`src/rtl/btc_pkg.sv`:
```
// Shared command codes, counter classes and sequence-legality rules for the
// per-bank timing checker. Assumes one command per cycle.
package btc_pkg;

    typedef enum logic [3:0] {
        C_NOP  = 4'd0,  C_ACT  = 4'd1,  C_RD   = 4'd2,  C_RDA  = 4'd3,
        C_WR   = 4'd4,  C_WRA  = 4'd5,  C_PRE  = 4'd6,  C_PREA = 4'd7,
        C_REF  = 4'd8,  C_PDE  = 4'd9,  C_PDX  = 4'd10, C_SRE  = 4'd11,
        C_SRX  = 4'd12
    } cmd_e;

    localparam int NCLS = 7;
    localparam int KW   = 3;
    localparam logic [KW-1:0] K_ACT  = 3'd0;
    localparam logic [KW-1:0] K_RD   = 3'd1;
    localparam logic [KW-1:0] K_WR   = 3'd2;
    localparam logic [KW-1:0] K_PRE  = 3'd3;
    localparam logic [KW-1:0] K_REF  = 3'd4;
    localparam logic [KW-1:0] K_PWR  = 3'd5;
    localparam logic [KW-1:0] K_EXIT = 3'd6;

    // Counter class that gates a given command.
    function automatic logic [KW-1:0] cls_of(cmd_e c);
        case (c)
            C_RD, C_RDA:   return K_RD;
            C_WR, C_WRA:   return K_WR;
            C_PRE, C_PREA: return K_PRE;
            C_REF:         return K_REF;
            C_PDE, C_SRE:  return K_PWR;
            C_PDX, C_SRX:  return K_EXIT;
            default:       return K_ACT;
        endcase
    endfunction

    // Commands that act on every bank at once.
    function automatic logic all_bank(cmd_e c);
        return c inside {C_PREA, C_REF, C_PDE, C_PDX, C_SRE, C_SRX};
    endfunction

    // Whether command nx may follow command lst on one bank.
    function automatic logic legal(cmd_e nx, cmd_e lst);
        case (nx)
            C_ACT:                   return lst inside {C_PRE, C_PREA, C_RDA, C_WRA, C_PDX, C_SRX, C_REF};
            C_RD, C_RDA, C_WR, C_WRA: return lst inside {C_ACT, C_RD, C_WR, C_PDX};
            C_PRE:                   return lst inside {C_PRE, C_PREA, C_ACT, C_RD, C_WR, C_PDX};
            C_PREA:                  return !(lst inside {C_PDE, C_SRE});
            C_REF:                   return lst inside {C_PRE, C_PREA, C_RDA, C_WRA, C_REF, C_PDX, C_SRX};
            C_PDE, C_SRE:            return !(lst inside {C_ACT, C_PDE, C_SRE});
            C_PDX:                   return lst == C_PDE;
            C_SRX:                   return lst == C_SRE;
            default:                 return 1'b0;
        endcase
    endfunction

endpackage

```
`src/rtl/btc_guard.sv`:
```
// Guard calculator: for the command being issued, gives the number of cycles
// each follow-on command class must wait. Zero means no constraint.
// Assumes timing inputs are held stable while commands flow.
module btc_guard
    import btc_pkg::*;
#(
    parameter int TW = 8,
    parameter int CW = TW + 2
) (
    input  cmd_e                      cmd_i,
    input  logic [TW-1:0]             t_rp_i,
    input  logic [TW-1:0]             t_rtp_i,
    input  logic [TW-1:0]             t_wr_i,
    input  logic [TW-1:0]             t_wl_i,
    input  logic [TW-1:0]             t_rl_i,
    input  logic [TW-1:0]             t_bl_i,
    input  logic [TW-1:0]             t_rcd_i,
    input  logic [TW-1:0]             t_ras_i,
    input  logic [TW-1:0]             t_rc_i,
    input  logic [TW-1:0]             t_rfc_i,
    input  logic [TW-1:0]             t_xp_i,
    input  logic [TW-1:0]             t_xs_i,
    input  logic [TW-1:0]             t_xsdll_i,
    input  logic [TW-1:0]             t_cke_i,
    input  logic [TW-1:0]             t_ckesr_i,
    output logic [NCLS-1:0][CW-1:0]   guard_o
);

    logic [CW-1:0] rd_done, wr_done, rda_wait, wra_wait;

    // Shared sums of the data-phase windows.
    always_comb begin
        rd_done  = CW'(t_rl_i) + CW'(t_bl_i) + CW'(1);
        wr_done  = CW'(t_wl_i) + CW'(t_bl_i) + CW'(t_wr_i);
        rda_wait = CW'(t_rtp_i) + CW'(t_rp_i);
        wra_wait = wr_done + CW'(t_rp_i);
    end

    // Per-command guard selection.
    always_comb begin
        guard_o = '0;
        case (cmd_i)
            C_ACT: begin
                guard_o[K_ACT] = CW'(t_rc_i);
                guard_o[K_RD]  = CW'(t_rcd_i);
                guard_o[K_WR]  = CW'(t_rcd_i);
                guard_o[K_PRE] = CW'(t_ras_i);
            end
            C_RD: begin
                guard_o[K_PRE] = CW'(t_rtp_i);
                guard_o[K_PWR] = rd_done;
            end
            C_RDA: begin
                guard_o[K_ACT] = rda_wait;
                guard_o[K_REF] = rda_wait;
                guard_o[K_PWR] = rd_done;
            end
            C_WR: begin
                guard_o[K_PRE] = wr_done;
                guard_o[K_PWR] = wr_done;
            end
            C_WRA: begin
                guard_o[K_ACT] = wra_wait;
                guard_o[K_REF] = wra_wait;
                guard_o[K_PWR] = wr_done + CW'(1);
            end
            C_PRE, C_PREA: begin
                guard_o[K_ACT] = CW'(t_rp_i);
                guard_o[K_REF] = CW'(t_rp_i);
                guard_o[K_PRE] = CW'(t_rp_i);
                guard_o[K_PWR] = CW'(t_rp_i);
            end
            C_REF: begin
                guard_o[K_ACT] = CW'(t_rfc_i);
                guard_o[K_REF] = CW'(t_rfc_i);
                guard_o[K_PRE] = CW'(t_rfc_i);
                guard_o[K_PWR] = CW'(t_rfc_i);
            end
            C_PDE: guard_o[K_EXIT] = CW'(t_cke_i);
            C_SRE: guard_o[K_EXIT] = CW'(t_ckesr_i);
            C_PDX: begin
                guard_o[K_ACT] = CW'(t_xp_i);
                guard_o[K_REF] = CW'(t_xp_i);
                guard_o[K_RD]  = CW'(t_xp_i);
                guard_o[K_WR]  = CW'(t_xp_i);
                guard_o[K_PRE] = CW'(t_xp_i);
                guard_o[K_PWR] = CW'(t_xp_i);
            end
            C_SRX: begin
                guard_o[K_ACT] = CW'(t_xs_i);
                guard_o[K_REF] = CW'(t_xs_i);
                guard_o[K_RD]  = CW'(t_xsdll_i);
                guard_o[K_WR]  = CW'(t_xs_i);
                guard_o[K_PRE] = CW'(t_xs_i);
                guard_o[K_PWR] = CW'(t_xs_i);
            end
            default: guard_o = '0;
        endcase
    end

endmodule

```
`config.mk`:
```
export PLATFORM = sky130hd
export DESIGN_NAME = btc_guard
export DESIGN_NICKNAME = d
export VERILOG_FILES = /design/src/rtl/btc_pkg.sv /design/src/rtl/btc_guard.sv
export SDC_FILE = /design/constraint.sdc
export NUM_CORES = 1
export LEC_CHECK = 0
export ABC_AREA = 1
export ABC_CLOCK_PERIOD_IN_PS = 5400
export BUFFER_PORTS_ARGS = -buffer_cell sky130_fd_sc_hd__buf_2
export CORE_MARGIN = 2
export CORE_UTILIZATION = 25
export DETAILED_ROUTE_END_ITERATION = 10
export GPL_ROUTABILITY_DRIVEN = 0
export PLACE_DENSITY = 0.55
export RECOVER_POWER = 50
export SYNTH_ARGS = -nofsm -noshare
export SYNTH_HDL_FRONTEND = slang
export SYNTH_SLANG_ARGS = --single-unit
```
`constraint.sdc`:
```
create_clock -name vclk -period 5.4
set_clock_uncertainty 0.05 [all_clocks]
set_input_delay 1.08 -clock vclk [all_inputs]
set_output_delay 1.08 -clock vclk [all_outputs]
set_load 0.005 [all_outputs]
```
==> flow_summary_export.csv <==
group,metric,value,unit
status,outcome,"finished with violations",
status,violations,"DRC, capacitance limit, slew limit",
global_route,grt_max_degree,25,
timing,fin_setup_tns,0,ns
cts,cts_hold_buffers,0,
finish,clock_buffers,0,
die,pin_count,194,
global_route,antenna_found_initial,1,
die,fp.dieH,113,um
worst_setup_path,crit_required,4.27,ns
placed_design,dpl_cell_area,0.00405,sq mm
timing,fin_crit_sh,95.5,%
finish,seq_cells,0,
power,p_leak,2.47,nW
synth,syn_area_per_cell,5.42,sq um
timing,holdWs,2.38,ns
drt,drt_iter0_drc,177,
placed_design,io_buffer_count,188,
timing,worst_pin_slew,1.80,ns
global_route,grt_pass1_vias,3821,
synth,synthDistinctLibCells,37,
timing,fin_crit,5.16,ns
global_route,grt_overflow_total,0,
power,pwr_density_cell,134,mW/mm^2
drt,vias,4048,
timing,slew_viol_final,25,
placed_design,dp_hpwl,10.6,mm
finish,final_area,0.00403,sq mm
drt,drt_wl_total,12.0,mm
die,initial_core_util,25.8,%
timing,fmaxAchievable,194,MHz
synth,syn_area,0.00298,sq mm
drt,ant_nets,0,
drt,viasPerCell,4.62,
synth,synth_seq_area_share,0,%
finish,drive_gt1_share,28.1,%
timing,finalHoldViolCount,0,
finish,final_nets,903,
synth,synthTopCellsByArea,"nand2_1 (22%), ha_1 (13%), nand3_1 (13%), inv_1 (12%), fa_1 (8.1%)",
timing,relSlewSlack,-20.6,%
synth,syn_inst,549,
timing,setup_viol,0,
die,die-area,0.0128,sq mm
power,p_total,0.000538,W
power,ir_worst_vdd,0.0000525,V
worst_setup_path,critPathKind,"in2out",
worst_setup_path,worst-path-max-fanout,5,
finish,ff_latch_area,0,sq um
global_route,grt_usage,17.7,%
die,core_area,0.0115,sq mm
job,maxCapViolations,1,
die,die_x,113,um
drt,drc,20,
timing,rsz0062_at_grt,"false",
worst_setup_path,arrival,4.03,ns
drt,routedWlPerCell,13.6,um
worst_setup_path,crit_path_start_kind,"input pin",
die,fp-row-count,39,
timing,worst_slack,0.241,ns
synth,synth_warnings,0,
worst_setup_path,cp-end-kind,"output port",
drt,drtPass1Iterations,8,
placed_design,pre_cts_ws,0.116,ns
worst_hold_path,hp-class,"in2out",
global_route,grt_pass1_wl,18.6,mm
synth,synth_top_area_share,22.2,%
synth,yosysTopAreaCell,"nand2_1",
finish,syn_to_final_growth,35.4,%
==> metrics by stage <==
stage,instances,utilization (%)
after global routing,877,35.0
after detailed placement,876,35.2
after floorplan,554,-
after global placement,876,35.2
final,877,35.0
after CTS,876,35.2
==> layer usage <==
layer,track usage (%),part of all wire (%),wire (um)
met5,0,0,0
met4,1.63,0.79,94
met3,2.20,7.2,865
met2,33.1,48,5690
met1,22.5,44,5300
==> final timing paths <==
path / startpoint / to / slack (ns) / cells after the start
worst max-delay path: t_wr_i[1] / guard_o[6] / 0.24 / 21
worst min-delay path: t_rc_i[2] / guard_o[2] / 2.38 / 4
==> cell usage after synthesis (all sizes together), types with 2 or more instances <==
master and number:
nand2 180, inv 101, nand3 76, ha 32
o21ai 32, nor2 31, a21oi 29, nand4 15
fa 12, buf 11, or2 6, a21boi 3
a21o 3, o211ai 3, a211oi 2, a221oi 2
a31oi 2, clkinv 2
==> what timing repair did <==
action                                  CTS  global route
hold endpoints to repair                  0             0
gates resized for setup                   0             5
buffers inserted                          0             0
endpoints found under the setup margin    0             7
==> power breakdown <==
part	leakage [nW]	switching (W)	internal (W)
logic	2.47	0.000324	0.000215
clock network	0.00000634	0	0.0000000000247
registers	0	0	0
==> layout make-up <==
type	instances	area, sq um
repair buffers	190	936
fillers	1370	7490
inverters	103	387
multi-input cells	440	2520
well taps	143	179
diodes	1	2.50
==> placed cells by master (no fill, tap or decap), types with 2 or more instances in the layout <==
cell type  count
nand2_1      177
buf_2        169
inv_1         93
nand3_1       75
ha_1          31
a21oi_1       27
nor2_1        24
o21ai_0       22
clkbuf_1      16
nand4_1       15
fa_1          11
o21ai_1       10
inv_2          8
conb_1         6
nor2_2         5
or2_2          4
o211ai_1       3
nand2_2        3
a21o_1         3
clkbuf_2       3
clkinv_1       2
nor2_4         2
a211oi_2       2
a221oi_2       2
a21oi_2        2
a31oi_1        2
a21boi_0       2
buf_4          2
==> cells by family (layout without fill, tap and decap cells) <==
kind of cell             Yosys count  in the layout  share of synthesized area, %
buffers and inverters            114            293                          15.6
AND/OR/NAND/NOR                  309            309                          46.3
AO/OA/AOI/OAI                     80             80                          16.2
XOR/XNOR                           1              1                         0.294
other                              1              7                         0.126
adder cells (fa/ha/maj)           44             44                          21.5
==> critical path, stage by stage <==
cell and delay, ns:
buf_2 0.07, inv_1 0.04, fa_1 0.52, inv_1 0.04, ha_1 0.23, fa_2 0.39, inv_1 0.06, nand2_1 0.04
nand2_1 0.13, inv_1 0.08, ha_1 0.36, o21ai_0 0.11, nand2_1 0.14, nand2_1 0.08, nand2_1 0.06, nand2_1 0.04
nand3_1 0.06, o21ai_0 0.13, inv_1 0.10, nand3_1 0.08, buf_2 0.16
Power figures use the tool's default switching activity.
